**src/rtl/cap_pkg.sv**
```systemverilog
package cap_pkg;

    localparam int NCH_DEF = 3;
    localparam int TW_DEF  = 16;

    typedef enum logic [1:0] {
        EDGE_NONE = 2'b00,
        EDGE_RISE = 2'b01,
        EDGE_FALL = 2'b10,
        EDGE_BOTH = 2'b11
    } edge_sel_e;

    typedef enum logic [1:0] {
        FILL_EMPTY = 2'b00,
        FILL_ONE   = 2'b01,
        FILL_TWO   = 2'b10,
        FILL_OVER  = 2'b11
    } fill_e;

    typedef struct packed {
        logic rise;
        logic fall;
    } edge_ev_t;

    function automatic logic edge_hit(edge_sel_e sel, edge_ev_t ev);
        return (sel[0] & ev.rise) | (sel[1] & ev.fall);
    endfunction

endpackage

```
**src/rtl/cap_pin_qual.sv**
```systemverilog
module cap_pin_qual
    import cap_pkg::*;
#(
    parameter int SYNC_STAGES = 2
) (
    input  logic     clk,
    input  logic     rst,
    input  logic     pin_i,
    output edge_ev_t ev_o
);
    localparam int SMSB = SYNC_STAGES - 1;

    logic [SMSB:0] sync_q;
    logic          hold_q;
    logic          lvl_q;
    logic          settle;

    // new level seen on two consecutive edges and differing from accepted level
    assign settle = (sync_q[SMSB] == hold_q) && (hold_q != lvl_q);

    always_ff @(posedge clk) begin
        if (rst) begin
            sync_q <= '0;
            hold_q <= 1'b0;
            lvl_q  <= 1'b0;
        end else begin
            sync_q <= {sync_q[SMSB-1:0], pin_i};
            hold_q <= sync_q[SMSB];
            if (settle) lvl_q <= hold_q;
        end
    end

    always_comb begin
        ev_o.rise = settle & hold_q;
        ev_o.fall = settle & ~hold_q;
    end

endmodule

```
**src/rtl/cap_fifo2.sv**
```systemverilog
module cap_fifo2
    import cap_pkg::*;
#(
    parameter int TW = TW_DEF
) (
    input  logic          clk,
    input  logic          rst,
    input  logic          push_i,
    input  logic          pop_i,
    input  logic          flush_i,
    input  logic [TW-1:0] din_i,
    output logic [TW-1:0] head_o,
    output logic [1:0]    fill_o
);
    logic [TW-1:0] old_q, new_q;
    fill_e         fill_q;

    always_ff @(posedge clk) begin
        if (rst) begin
            old_q  <= '0;
            new_q  <= '0;
            fill_q <= FILL_EMPTY;
        end else if (flush_i) begin
            fill_q <= FILL_EMPTY;
        end else begin
            unique case ({push_i, pop_i})
                2'b10: begin
                    unique case (fill_q)
                        FILL_EMPTY: begin old_q <= din_i; fill_q <= FILL_ONE; end
                        FILL_ONE:   begin new_q <= din_i; fill_q <= FILL_TWO; end
                        default:    begin old_q <= new_q; new_q <= din_i; fill_q <= FILL_OVER; end
                    endcase
                end
                2'b01: begin
                    unique case (fill_q)
                        FILL_EMPTY: ;
                        FILL_ONE:   fill_q <= FILL_EMPTY;
                        default:    begin old_q <= new_q; fill_q <= FILL_ONE; end
                    endcase
                end
                2'b11: begin
                    unique case (fill_q)
                        FILL_EMPTY: begin old_q <= din_i; fill_q <= FILL_ONE; end
                        FILL_ONE:   old_q <= din_i;
                        default:    begin old_q <= new_q; new_q <= din_i; fill_q <= FILL_TWO; end
                    endcase
                end
                default: ;
            endcase
        end
    end

    assign head_o = old_q;
    assign fill_o = fill_q;

endmodule

```
**src/rtl/cap_unit.sv**
```systemverilog
module cap_unit
    import cap_pkg::*;
#(
    parameter int NCH = NCH_DEF,
    parameter int TW  = TW_DEF,
    parameter int RW  = 16,
    parameter int AW  = 3
) (
    input  logic           clk,
    input  logic           rst,
    input  logic [NCH-1:0] pin_i,
    input  logic [TW-1:0]  tbase_i,
    input  logic [AW-1:0]  reg_addr_i,
    input  logic           reg_wr_i,
    input  logic           reg_rd_i,
    input  logic [RW-1:0]  reg_wdata_i,
    output logic [RW-1:0]  reg_rdata_o,
    output logic           irq_o
);
    localparam int EDGE_LSB = 4;
    localparam int STAT_LSB = 8;
    localparam logic [AW-1:0] A_CTRL  = AW'(0);
    localparam logic [AW-1:0] A_STAT  = AW'(1);
    localparam logic [AW-1:0] A_MASK  = AW'(2);
    localparam logic [AW-1:0] A_FLAG  = AW'(3);
    localparam logic [AW-1:0] A_DATA0 = AW'(4);

    logic [RW-1:0]           ctrl_q;
    logic [NCH-1:0]          mask_q;
    logic [NCH-1:0]          flag_q;
    logic [NCH-1:0]          push, pop, flush;
    logic [NCH-1:0][1:0]     fill_st;
    logic [NCH-1:0][TW-1:0]  head;
    logic [NCH-1:0]          flag_clr;

    for (genvar k = 0; k < NCH; k++) begin : g_ch
        localparam logic [AW-1:0] A_DK = A_DATA0 + AW'(k);
        edge_ev_t  ev;
        edge_sel_e sel;

        cap_pin_qual #(.SYNC_STAGES(2)) qual_i (
            .clk   (clk),
            .rst   (rst),
            .pin_i (pin_i[k]),
            .ev_o  (ev)
        );

        assign sel      = edge_sel_e'(ctrl_q[EDGE_LSB + 2*k +: 2]);
        assign push[k]  = ctrl_q[k] & edge_hit(sel, ev);
        assign pop[k]   = reg_rd_i && (reg_addr_i == A_DK);
        assign flush[k] = reg_wr_i && (reg_addr_i == A_STAT) && reg_wdata_i[k];

        cap_fifo2 #(.TW(TW)) fifo_i (
            .clk     (clk),
            .rst     (rst),
            .push_i  (push[k]),
            .pop_i   (pop[k]),
            .flush_i (flush[k]),
            .din_i   (tbase_i),
            .head_o  (head[k]),
            .fill_o  (fill_st[k])
        );
    end

    assign flag_clr = (reg_wr_i && reg_addr_i == A_FLAG) ? reg_wdata_i[NCH-1:0] : '0;

    always_ff @(posedge clk) begin
        if (rst) begin
            ctrl_q <= '0;
            mask_q <= '0;
            flag_q <= '0;
        end else begin
            if (reg_wr_i && reg_addr_i == A_CTRL) ctrl_q <= reg_wdata_i;
            if (reg_wr_i && reg_addr_i == A_MASK) mask_q <= reg_wdata_i[NCH-1:0];
            flag_q <= (flag_q & ~flag_clr) | push;
        end
    end

    always_comb begin
        reg_rdata_o = '0;
        if (reg_addr_i == A_CTRL) reg_rdata_o = ctrl_q;
        if (reg_addr_i == A_MASK) reg_rdata_o[NCH-1:0] = mask_q;
        if (reg_addr_i == A_FLAG) reg_rdata_o[NCH-1:0] = flag_q;
        for (int k = 0; k < NCH; k++) begin
            if (reg_addr_i == A_STAT) reg_rdata_o[STAT_LSB + 2*k +: 2] = fill_st[k];
            if (reg_addr_i == A_DATA0 + AW'(k)) reg_rdata_o[TW-1:0] = head[k];
        end
    end

    assign irq_o = |(flag_q & mask_q);

endmodule

```
**config.mk**
```make
export PLATFORM = sky130hd
export DESIGN_NAME = cap_unit
export DESIGN_NICKNAME = d
export VERILOG_FILES = /design/src/rtl/cap_pkg.sv /design/src/rtl/cap_pin_qual.sv /design/src/rtl/cap_fifo2.sv /design/src/rtl/cap_unit.sv
export SDC_FILE = /design/constraint.sdc
export NUM_CORES = 1
export LEC_CHECK = 0
export ABC_AREA = 1
export BUFFER_PORTS_ARGS = -buffer_cell sky130_fd_sc_hd__buf_2
export CAP_MARGIN = 25
export CORE_ASPECT_RATIO = 1.25
export CORE_MARGIN = 2
export CORE_UTILIZATION = 60
export CTS_BUF_LIST = sky130_fd_sc_hd__clkbuf_4
export CTS_CLUSTER_SIZE = 20
export DETAILED_ROUTE_END_ITERATION = 8
export GPL_TIMING_DRIVEN = 0
export PLACE_DENSITY = 0.76
export RECOVER_POWER = 50
export SKIP_CTS_REPAIR_TIMING = 1
export SYNTH_ARGS = -nofsm -noshare
export SYNTH_HDL_FRONTEND = slang
export SYNTH_SLANG_ARGS = --single-unit
```
**constraint.sdc**
```tcl
create_clock -name clk -period 2.09 [get_ports clk]
set_input_delay 0.1045 -clock clk [delete_from_list [all_inputs] [get_ports clk]]
set_output_delay 0.1045 -clock clk [all_outputs]
set_load 0.01 [all_outputs]
```
# Yosys cells after proc, flatten, opt, wreduce, memory -nomap -nowiden
# Index checks and enable logic that the tools add are counted.
[classes]
eq_ne = 42
muxes = 43
bitwise = 28
reduce_logical = 39
[op_table]
columns = ["op", "count"]
rows = [
  ["16-bit two-way mux", 16],
  ["16-bit case mux with 2 select lines", 6],
  ["16-bit case mux with 3 select lines", 3],
  ["2-bit != test, second input constant", 18],
  ["2-bit case mux with 2 select lines", 9],
  ["4-bit AND reduction", 6],
  ["2-bit case mux with 3 select lines", 3],
  ["1-bit bitwise AND", 15],
  ["1-bit logical AND", 13],
  ["2-bit by 1-bit equality test with 1-bit output, second input constant", 6],
  ["2-bit equality test, second input constant", 6],
  ["2-bit OR reduction", 6],
  ["3-bit equality test, second input constant", 3],
  ["3-bit two-way mux", 3],
  ["3-bit AND reduction", 3],
  ["3-bit nonzero test", 3],
  ["3-bit bitwise AND", 2],
  ["3-bit by 2-bit equality test with 1-bit output, second input constant", 2],
  ["2-bit logical NOT", 3],
  ["2-bit two-way mux", 3],
  ["1-bit NOT", 6],
  ["2-bit nonzero test", 3],
  ["1-bit equality test", 3],
  ["3-bit by 1-bit equality test with 1-bit output, second input constant", 1],
  ["6 further kinds", 10],
]
[totals]
reg_bits = 136
input_bits = 42
output_inout_bits = 17
word_cells = 173

# Logic depth before layout (Yosys ltp)
[depth]
depth_word = 9
depth_mapped = 12
mapped_depth_nobuf = 10

# Modules after synthesis
# From an unflattened synthesis, not the netlist that was laid out.
[hier_totals]
cells_unflattened = 1360
hier_area_um2 = 8017.7
[by_module_without_submodules]
columns = ["mod", "instances", "cells_per_inst", "area_per_inst_um2", "seq_area_each_um2"]
rows = [
  ["cap_fifo2", 3, 347, 2018.2, 680.7],
  ["cap_unit", 1, 271, 1561.5, 440.4],
  ["cap_pin_qual", 3, 16, 133.9, 80.1],
]

# Least setup slack after synthesis
# No wires, ideal clock.
[synth_path]
path_kind = "flip-flop to flip-flop"
start = "reg g_ch[2].qual_i.hold_q"
end = "reg g_ch[2].fifo_i.new_q[10]"
setup_ps = 113
arrival_ps = 1354
required_ps = 1977
path_slack_ps = 623
path_stages_with_launch = 11
path_buffers = 2
synth_period_minus_slack_ps = 1467
path_cell_list = "dfxtp_1 > nor2_1 > nand2_1 > nand2_1 > buf_2 > nand3_1 > nor2_4 > buf_4 > nand3_1 > nand2_1 > nor2_1"
[synth_between]
elab_chain_cells = 9
word_cells_on_any_way = 17
cone_classes = "6 x eq/ne; 1 x mux; 7 x bitwise; 3 x reduce/logical"
[synth_lines]
columns = ["element", "line", "rtl"]
rows = [
  ["from (decl)", "cap_pin_qual.sv:14", "logic hold_q;"],
  ["from (signal assigned)", "cap_pin_qual.sv:28", "hold_q <= sync_q[SMSB];"],
  ["1-bit equality test or 1-bit != test (tied branches)", "cap_pin_qual.sv:19", "assign settle = (sync_q[SMSB] == hold_q) && (hold_q != lvl_q);"],
  ["1-bit logical AND", "cap_pin_qual.sv:19", ""],
  ["1-bit bitwise AND, on equally long branches", "cap_pin_qual.sv:34, cap_pin_qual.sv:35", ""],
  ["1-bit bitwise AND", "cap_pkg.sv:26", "return (sel[0] & ev.rise) | (sel[1] & ev.fall);"],
  ["1-bit bitwise OR *", "cap_pkg.sv:26", ""],
  ["1-bit bitwise AND *", "cap_unit.sv:49", "assign push[k] = ctrl_q[k] & edge_hit(sel, ev);"],
  ["2-bit equality test", "cap_fifo2.sv:26", "unique case ({push_i, pop_i})"],
  ["2-bit != test (no line) or 2-bit nonzero test (tied branches)", "-", ""],
  ["4-bit AND reduction (no line)", "-", ""],
  ["to (signal assigned)", "cap_fifo2.sv:21", "new_q <= '0;"],
  ["to (signal assigned)", "cap_fifo2.sv:30", "FILL_ONE: begin new_q <= din_i; fill_q <= FILL_TWO; end"],
  ["to (signal assigned)", "cap_fifo2.sv:31", "default: begin old_q <= new_q; new_q <= din_i; fill_q <= FILL_OVER; end"],
  ["to (decl)", "cap_fifo2.sv:15", "logic [TW-1:0] old_q, new_q;"],
]
# Every way passes the cells marked *; elsewhere a longest branch is shown, timed or not.
# A chain may end at the register's enable or synchronous reset.

# Final worst setup path
[layout_path]
start = "reg ctrl_q[1]"
end = "out reg_rdata_o[1]"
[layout_between]
elab_chain_cells = 6
[layout_lines]
columns = ["element", "line", "rtl"]
rows = [
  ["from (decl)", "cap_unit.sv:28", "logic [RW-1:0] ctrl_q;"],
  ["from (signal assigned)", "cap_unit.sv:73", "if (reg_wr_i && reg_addr_i == A_CTRL) ctrl_q <= reg_wdata_i;"],
  ["16-bit two-way mux", "cap_unit.sv:81", "if (reg_addr_i == A_CTRL) reg_rdata_o = ctrl_q;"],
  ["3-bit two-way mux", "cap_unit.sv:82", "if (reg_addr_i == A_MASK) reg_rdata_o[NCH-1:0] = mask_q;"],
  ["3-bit two-way mux", "cap_unit.sv:83", "if (reg_addr_i == A_FLAG) reg_rdata_o[NCH-1:0] = flag_q;"],
  ["16-bit two-way mux (3 in series)", "cap_unit.sv:86", "if (reg_addr_i == A_DATA0 + AW'(k)) reg_rdata_o[TW-1:0] = head[k];"],
  ["to (decl)", "cap_unit.sv:17", "output logic [RW-1:0] reg_rdata_o,"],
]
# No other way between the ends.

==> results by group <==
Outcome
  • Outcome: finished, violations left
  • Failing checks: hold timing

Setup path
  • CP peak stage delay: 0.40 ns
  • Critical path cell sequence: buf_4, inv_1, o211ai_1, nor2_2, o211ai_1, buf_2
  • Kind of critical path: reg -> out
  • Critical Path RT: 1.99 ns
  • Cell family with the largest share of critical-path delay: buffers and inverters
  • Most used cell, CP: o211ai_1
  • Crit path max-delay cell type: dfxtp_1
  • Crit path DAT: 1.90 ns
  • Critical Path Fanout Max: 10
  • Endpoint class of the critical path: output pin
  • Buf+Inv Stages, Crit Path: 3
  • Startpoint types: flop

Routing
  • DR WL/cell: 16.6 µm
  • DRC violations left: 0
  • Drt via density: 5.68
  • Vias: 9065
  • Initial drt markers: 1163
  • Total Routed Length: 26500 µm
  • DRT Pass-1 Iters: 6
  • Remaining antenna violation count: 0

Flow run
  • Max cap viols: 0

Yosys
  • Area leader, netlist: dfxtp_1
  • Post-synth net total: 1343
  • Most frequent cells after synthesis: nand2_1 (288), nor2_1 (218), nand3_1 (148)
  • EDFF count, synth: 0
  • Avg Inst Size Synth: 6.17 µm²
  • FF+latch count, synth: roughly 140
  • Sequential share of the synthesized area: 0.339
  • Synthesis warning total: 0
  • Top-count cell post-synth: nand2_1
  • Number of library cell types mapped by synthesis: 28
  • Async SR Flop Fraction: 0
  • Top post-synthesis cells by area: dfxtp_1 (34%), nand2_1 (13%), nor2_1 (10%)
  • Main synth FF type: dfxtp_1
  • Syn Std Cell Area: 8020 µm²
  • Area share of the largest cell type after synthesis: 0.339
  • Synth Instances: between 1k and 1.5k

Global route
  • Initial antenna violation count: 1
  • Vias in the first global route: just under 8k
  • Largest net degree at the start of global routing: 17
  • First-pass GRT wire length: slightly above 40000 µm
  • Gr ovfl total: 0
  • GRT Resource Usage Total: 0.368

Finish
  • Area grow syn2layout: 14.0%
  • Fraction of layout cells with a size suffix above 1: 0.107
  • NumNets Final: 1452
  • Final Cell Area: 9150 µm²

Placed design
  • Cell Area, Placed: about 8500 µm²
  • Gpl congestion: 0.982
  • Port-buffer cells: 56
  • Detailed Place HPWL: 18800 µm

CTS
  • CTS Buf Count: 17
  • TritonCTS clock tree: done
  • CTS Sinks: 136
  • Htree depth: 4
  • Worst-path clk slew: ~0.14 ns
  • Root Driver: clkbuf_4
  • Skew-Pair Late Insertion Delay: 0.58 ns
  • Longest Clk Path Bufs: 2

Die
  • Die area: roughly 14000 µm²
  • Io pins: 59
  • Die Y: 133 µm
  • Chip Width: roughly 110 µm
  • Total core area: 13200 µm²
  • # rows: 47
  • Starting Density: 0.609

STA
  • Achievable frequency: roughly 500 MHz
  • Final min period: 2.00 ns
  • Relative slew slack: 0.578
  • Final worst-path cycle share: 0.957
  • WHS: -0.0304 ns
  • Setup TNS: 0 ns
  • Worst slew pin tran: 0.633 ns
  • RSZ-0062 raised after global routing: false
  • Hold Vio Cnt, Final: 6
  • Final setup fails: 0
  • Final Skew: 0.0235 ns
  • Pins Over Slew Limit: 0

Power
  • Pwr dens: 538 nW/µm²
  • Final Total Pwr: 4.92 mW
  • Pleak: between 3 and 4 nW
  • Peak VDD IR: approximately 0.62 mV

Hold path
  • Hold/Removal Path Class: in -> reg
stage by stage:
stage	setup WS (ns)	cells	util
2_1_floorplan	0.623	1301	-
3_3_place_gp	0.220	1528	0.647
3_5_place_dp	0.178	1528	0.647
4_1_cts	-0.225	1560	0.668
5_1_grt	0.0113	1595	0.695
6_report	0.0896	1595	0.695
path summary, 6_finish.rpt:
kind                                 start  cells past startpoint                       end  slack [ns]
setup reg to reg  g_ch[1].qual_i.sync_q[1]                      9  g_ch[1].fifo_i.head_o[9]        0.16
setup / recovery                 ctrl_q[1]                      6            reg_rdata_o[1]        0.09
hold / removal                    reg_wr_i                      4                 mask_q[2]       -0.03
hold reg to reg   g_ch[0].qual_i.sync_q[0]                      2  g_ch[0].qual_i.sync_q[1]        0.40
state kept, by name, summed over array words and instances, names as in the netlist:
name	flops
ctrl_q	16
flag_q	3
g_ch.fifo_i.fill_o	6
g_ch.fifo_i.head_o	48
g_ch.fifo_i.new_q	48
g_ch.qual_i.hold_q	3
g_ch.qual_i.lvl_q	3
g_ch.qual_i.sync_q	6
mask_q	3
metal layers:
metal  share of wire  GRT usage  routed length [µm]
met1            0.42      0.519               11200
met4           0.039      0.168                1020
met3            0.10     0.0714                2760
met5               0          0                   0
met2            0.43      0.542               11400
worst reg2reg max path: stages, from the launching register on:
cell	delay [ns]
dfxtp_1	0.35
nor2_1	0.18
nand2_1	0.10
nand2_2	0.24
nand2_2	0.22
clkbuf_1	0.32
nand3_1	0.15
nand3_1	0.11
nor2_1	0.13
nor2_1	0.06
logic make-up after synthesis:
kind of cell / count (synthesis) / share of synthesized area
AND/OR/NAND/NOR: 731 / 0.395
buffers and inverters: 210 / 0.105
AO/OA/AOI/OAI: 224 / 0.160
flip-flops: 136 / 0.339
report_power, final:
part / switching (mW) / total, mW / internal, mW / leakage (nW)
clock: 1.06 / 1.78 / 0.725 / 0.145
sequential: 0.00955 / 2.62 / 2.61 / 1.10
combinational: 0.336 / 0.520 / 0.183 / 2.71
total: 1.40 / 4.92 / 3.52 / 3.95
layout by cell type (no fill, tap or decap), types with 3 or more instances in the layout:
master and count:
o21ai_0 86, buf_4 5, o211ai_1 50, inv_1 108, nand2_1 288, a21oi_1 70, nor2_4 3, nor2_1 218
clkinv_1 3, nand2_2 6, clkbuf_1 53, inv_2 11, nand3_2 4, clkbuf_2 6, dlygate4sd3_1 35, buf_2 73
clkbuf_4 19, clkinv_2 3, inv_6 4, buf_1 5, clkinvlp_4 3, o21bai_1 3, nand3_1 148, nor3_1 4
nor2_2 5, nand4_2 4, dfxtp_1 135, nand4_1 51, o22ai_1 12
layout make-up:
| class | count | area [µm²] |
|---|---|---|
| clock buffer | 18 | 135 |
| antenna | 1 | 2.50 |
| tap | 171 | 214 |
| multi-input combinational | 955 | 4460 |
| clock inverter | 14 | 144 |
| fill | 1277 | 4020 |
| timing repair buffer | 91 | 621 |
| buffer | 88 | 399 |
| inverter | 121 | 455 |
| sequential | 136 | 2720 |
Power figures use the tool's default switching activity.
